[config.mk]
export PLATFORM = sky130hd
export DESIGN_NAME = lat_sipo_driver
export DESIGN_NICKNAME = d
export VERILOG_FILES = /design/src/rtl/lsd_pkg.sv /design/src/rtl/lsd_shift_reg.sv /design/src/rtl/lsd_latch_bank.sv /design/src/rtl/lsd_out_stage.sv /design/src/rtl/lsd_ser_port.sv /design/src/rtl/lat_sipo_driver.sv
export SDC_FILE = /design/constraint.sdc
export NUM_CORES = 1
export LEC_CHECK = 0
export BUFFER_PORTS_ARGS = -buffer_cell sky130_fd_sc_hd__buf_2
export CORE_MARGIN = 3
export CORE_UTILIZATION = 25
export CTS_CLUSTER_DIAMETER = 100
export CTS_CLUSTER_SIZE = 8
export DETAILED_ROUTE_END_ITERATION = 10
export GPL_TIMING_DRIVEN = 0
export HOLD_SLACK_MARGIN = 0.02
export SYNTH_ARGS = -nofsm -noshare
export SYNTH_HDL_FRONTEND = slang
export SYNTH_SLANG_ARGS = --single-unit
[constraint.sdc]
create_clock -name clk -period 1.7 [get_ports clk]
set_clock_uncertainty 0.2 [all_clocks]
set_input_delay 0.17 -clock clk [delete_from_list [all_inputs] [get_ports clk]]
set_output_delay 0.17 -clock clk [all_outputs]
set_load 0.01 [all_outputs]
[src/rtl/lsd_pkg.sv]
package lsd_pkg;

    typedef enum logic [1:0] {
        MODE_ALL_ON  = 2'b00,
        MODE_ALL_OFF = 2'b01,
        MODE_INVERT  = 2'b10,
        MODE_PASS    = 2'b11
    } out_mode_e;

    typedef enum logic {
        SHIFT_DOWN = 1'b0,
        SHIFT_UP   = 1'b1
    } shift_dir_e;

    typedef struct packed {
        logic dout;
        logic oe;
    } ser_drive_t;

    function automatic out_mode_e decode_mode(input logic blank_n, input logic pol);
        return out_mode_e'({blank_n, pol});
    endfunction

endpackage

[src/rtl/lsd_shift_reg.sv]
module lsd_shift_reg
    import lsd_pkg::*;
#(
    parameter int N = 64
) (
    input  logic         clk,
    input  logic         rst,
    input  logic         shift_en,
    input  shift_dir_e   dir,
    input  logic         din_dn,
    input  logic         din_up,
    output logic [N-1:0] q,
    output logic [N-1:0] d_next
);

    for (genvar i = 0; i < N; i++) begin : g_stage
        logic from_lo;
        logic from_hi;

        if (i == 0) begin : g_lo_end
            assign from_lo = din_up;
        end else begin : g_lo_mid
            assign from_lo = q[i-1];
        end

        if (i == N - 1) begin : g_hi_end
            assign from_hi = din_dn;
        end else begin : g_hi_mid
            assign from_hi = q[i+1];
        end

        always_comb begin
            if (!shift_en) begin
                d_next[i] = q[i];
            end else if (dir == SHIFT_UP) begin
                d_next[i] = from_lo;
            end else begin
                d_next[i] = from_hi;
            end
        end
    end

    always_ff @(posedge clk) begin
        if (rst) begin
            q <= '0;
        end else begin
            q <= d_next;
        end
    end

endmodule

[src/rtl/lsd_latch_bank.sv]
module lsd_latch_bank #(
    parameter int N = 64
) (
    input  logic         clk,
    input  logic         rst,
    input  logic         le,
    input  logic [N-1:0] reg_q,
    input  logic [N-1:0] reg_next,
    output logic [N-1:0] lat
);

    logic [N-1:0] held;

    always_ff @(posedge clk) begin
        if (rst) begin
            held <= '0;
        end else if (le) begin
            held <= reg_next;
        end
    end

    // Open latch shows the live register; closed latch shows the captured word.
    assign lat = le ? reg_q : held;

endmodule

[src/rtl/lsd_out_stage.sv]
module lsd_out_stage
    import lsd_pkg::*;
#(
    parameter int N = 64
) (
    input  out_mode_e    mode,
    input  logic [N-1:0] lat,
    output logic [N-1:0] drive
);

    for (genvar i = 0; i < N; i++) begin : g_bit
        always_comb begin
            unique case (mode)
                MODE_ALL_ON:  drive[i] = 1'b1;
                MODE_ALL_OFF: drive[i] = 1'b0;
                MODE_INVERT:  drive[i] = ~lat[i];
                default:      drive[i] = lat[i];
            endcase
        end
    end

endmodule

[src/rtl/lsd_ser_port.sv]
module lsd_ser_port
    import lsd_pkg::*;
(
    input  shift_dir_e dir,
    input  logic       stage_first,
    input  logic       stage_last,
    output ser_drive_t pin_a,
    output ser_drive_t pin_b
);

    always_comb begin
        pin_a = '{dout: 1'b0, oe: 1'b0};
        pin_b = '{dout: 1'b0, oe: 1'b0};
        if (dir == SHIFT_UP) begin
            pin_a = '{dout: stage_last, oe: 1'b1};
        end else begin
            pin_b = '{dout: stage_first, oe: 1'b1};
        end
    end

endmodule

[src/rtl/lat_sipo_driver.sv]
module lat_sipo_driver
    import lsd_pkg::*;
#(
    parameter int N = 64
) (
    input  logic         clk,
    input  logic         rst,
    input  logic         dir,
    input  logic         shift_en,
    input  logic         sa_i,
    output logic         sa_o,
    output logic         sa_oe,
    input  logic         sb_i,
    output logic         sb_o,
    output logic         sb_oe,
    input  logic         latch_en,
    input  logic         blank_n,
    input  logic         pol,
    output logic [N-1:0] par_out
);

    shift_dir_e   dir_e;
    out_mode_e    mode;
    logic [N-1:0] sreg_q;
    logic [N-1:0] sreg_d;
    logic [N-1:0] lat_q;
    ser_drive_t   pa;
    ser_drive_t   pb;

    assign dir_e = shift_dir_e'(dir);
    assign mode  = decode_mode(blank_n, pol);

    lsd_shift_reg #(.N(N)) u_sreg (
        .clk      (clk),
        .rst      (rst),
        .shift_en (shift_en),
        .dir      (dir_e),
        .din_dn   (sa_i),
        .din_up   (sb_i),
        .q        (sreg_q),
        .d_next   (sreg_d)
    );

    lsd_latch_bank #(.N(N)) u_latch (
        .clk      (clk),
        .rst      (rst),
        .le       (latch_en),
        .reg_q    (sreg_q),
        .reg_next (sreg_d),
        .lat      (lat_q)
    );

    lsd_out_stage #(.N(N)) u_out (
        .mode  (mode),
        .lat   (lat_q),
        .drive (par_out)
    );

    lsd_ser_port u_ser (
        .dir         (dir_e),
        .stage_first (sreg_q[0]),
        .stage_last  (sreg_q[N-1]),
        .pin_a       (pa),
        .pin_b       (pb)
    );

    assign sa_o  = pa.dout;
    assign sa_oe = pa.oe;
    assign sb_o  = pb.dout;
    assign sb_oe = pb.oe;

endmodule

==> flow_summary_export.csv <==
group,metric,value,unit
status,outcome,"finished with violations",
status,failed_checks,"negative setup slack",
floorplan,io_pins,77,
floorplan,die_h,174,microns
timing,fmax,568,MHz
pwr,leakage,3.91,nW
timing,tightest_slew,830,ps
yosys,ys_warn_count,0,
clock_network,clkLatencyLatePin,430,ps
worst_setup_path,cp_slowest_cell,"dfxtp_4",
floorplan,row_count,60,
yosys,yosys-top-cells-area,"dfxtp_1, mux2i_1, xnor2_1",
worst_setup_path,critical_path_class,"flip-flop to primary output",
pwr,vdd_ir_drop_max,0.524,mV
placement,dpl.hpwl,14.1,mm
worst_setup_path,end_kind,"primary output",
floorplan,core_area,27300,sq um
finish,design_area,10100,sq um
worst_setup_path,critical_path.max_stage_delay,360,ps
worst_hold_path,whs_path_depth,3,
worst_hold_path,hp-class,"primary input to flip-flop",
detailed_routing,drt_wl_total,21.8,mm
clock_network,cts_tree,"done",
detailed_routing,antenna_left,0,
yosys,synth_cell_type_count,21,
worst_setup_path,r2r_end,"u_latch.held[58]",
timing,finalCritPeriodShare,104,%
finish,drive_gt1_share,49.4,%
worst_setup_path,critPathRequiredTime,1330,ps
yosys,synth_area_leader_cell,"dfxtp_1",
yosys,syn_inst,780,
placement,place_inst,1224,
yosys,ys_seq_area_share,36.5,%
floorplan,design.die.area,30200,sq um
detailed_routing,drcViolationCount,0,
worst_setup_path,r2r_cells,5,
worst_setup_path,worstPathCellList,"nand2_2, a21boi_2, xnor2_1, buf_2",
global_routing,grt_max_degree,17,
timing,setup_viol,2,
worst_setup_path,r2r_start,"u_sreg.q[59]",
detailed_routing,drt_iter0_markers,543,
placement,place_congestion,0.780,
yosys,synth_area_per_cell,9.01,sq um
worst_setup_path,path_delay_family,"flip-flops",
worst_setup_path,cp.arrival,1390,ps
floorplan,start_util,25.7,%
clock_network,clk_pin_slew,60,ps
yosys,synth_top_area_share,36.5,%
worst_setup_path,start_kind,"flip-flop",
global_routing,grt_pass1_wl,33.1,mm
worst_setup_path,critPathCapture,"par_out[59]",
finish,layout.nets,971,
finish,final_cells,1347,
pwr,power.total,8.69,mW
timing,slew_headroom,44.7,%
worst_setup_path,critPathMaxFanout,2,
yosys,ys_ff_latch,128,
timing,min_period,1760,ps
placement,place_area,7860,sq um
detailed_routing,via_count,6281,
detailed_routing,firstDrtPassIters,5,
pwr,power_per_cell_area,864,nW/um^2
worst_setup_path,r2r_setup_slack,320,ps
finish,num_antenna_cells,0,
timing,slew_viol_final,0,
worst_setup_path,crit_start,"u_sreg.q[59]",
floorplan,die_width,174,microns
finish,syn_to_final_growth,43.0,%
timing,hold_violations,0,
flow_run,max_cap_violations,0,
timing,rsz0062_at_grt,"yes",
global_routing,antenna_found_initial,0,
clock_network,cts_buffers,17,
global_routing,grt-ovfl-total,0,
clock_network,clockBufferDepth,2,
global_routing,grt_pass1_vias,5944,
yosys,syn_area,7030,sq um
detailed_routing,wl_per_cell,16.2,microns
timing,worst_slack,-59.9,ps
detailed_routing,via_per_inst,4.66,
timing,setup_tns,-96.1,ps
placement,port_buffers,72,
worst_setup_path,critPathBufInv,1,
worst_setup_path,critical_path_cell_count,4,
yosys,syn_nets,789,
global_routing,track_usage,13.7,%
clock_network,cts-root-buf,"clkbuf_16",
clock_network,htreeDepth,4,
clock_network,cts.sinks,128,
## final cells by class
class                      count  area (sq um)
clock buffer                  27           523
clock inverter                 5          50.0
buffer                        72           489
fill                        2752         17300
inverter                       1          3.75
multi-input combinational    579          4750
tap                          372           465
sequential                   128          2720
timing repair buffer         163          1050
## worst min-delay path, stage by stage
cell	delay, ps
buf_2	130
buf_2	250
nor3_1	80
## power breakdown
group	internal, mW	switching (mW)	total [mW]
registers	3.21	0.131	3.34
clock network	2.24	1.34	3.57
logic	0.847	0.929	1.78
## sequential cells by signal (all words and copies together), names as in the netlist
register      flops
u_latch.held     64
u_sreg.q         64
## logic make-up (layout without fill, tap and decap cells)
family	Yosys count	after routing	synth area share (%)
AND/OR/NAND/NOR	323	323	23.1
AO/OA/AOI/OAI	128	128	17.7
flip-flops	128	128	36.5
buffers and inverters	73	268	5.71
XOR/XNOR	64	64	7.97
multiplexers	64	64	9.11
## per-layer routing
metal,global-route usage (%),part of all wire (%)
met2,21.4,47
met3,3.39,5.5
met1,19.1,46
met4,3.25,1.1
met5,0,0
## stage by stage
| stage | setup slack [ps] | hold slack, ps | utilization [%] |
|---|---|---|---|
| floorplan | 307 | 232 | - |
| global placement | -388 | 290 | 28.7 |
| detailed placement | -368 | 289 | 28.7 |
| CTS | -53.3 | 42.3 | 33.2 |
| global route | -101 | 65.3 | 36.8 |
| finish | -59.9 | 54.7 | 36.8 |
## cell usage after synthesis
library cell / n
nand2_1: 64
and2_1: 65
xnor2_1: 64
clkbuf_1: 38
nor2_1: 64
buf_4: 4
nor2b_1: 1
a21boi_1: 45
nand2b_1: 65
o32ai_1: 37
buf_12: 4
clkbuf_2: 1
nor3_1: 64
buf_6: 3
buf_2: 19
o32ai_2: 27
inv_1: 1
buf_1: 3
a21boi_0: 19
mux2i_1: 64
dfxtp_1: 128
## worst min-delay path by stage
| stage | start | to |
|---|---|---|
| 6_report | rst | u_sreg.q[6] |
| 5_1_grt | rst | u_sreg.q[6] |
| 4_1_cts | rst | u_sreg.q[1] |
| 3_5_place_dp | u_latch.held[28] | u_latch.held[28] |
| 3_3_place_gp | u_latch.held[28] | u_latch.held[28] |
| 2_1_floorplan | dir | sa_oe |
## what timing repair did
item,CTS,global route
setup buffers,36,53
endpoints found under the setup margin,64,64
gates cloned,0,0
hold buffers,2,0
resized for setup,163,157
pin swaps,58,102
hold endpoints to repair,3,0
## layout by cell type (no fill, tap or decap), drive strengths merged
master	synthesis	routed
nand2b	65	65
a21boi	64	64
mux2i	64	64
and2	65	65
buf	33	195
inv	1	1
nor3	64	64
dfxtp	128	128
nand2	64	64
o32ai	64	64
dlygate4sd3	0	2
nor2	64	64
bufinv	0	1
nor2b	1	1
clkinv	0	4
xnor2	64	64
clkbuf	39	65
Power figures use the tool's default switching activity.
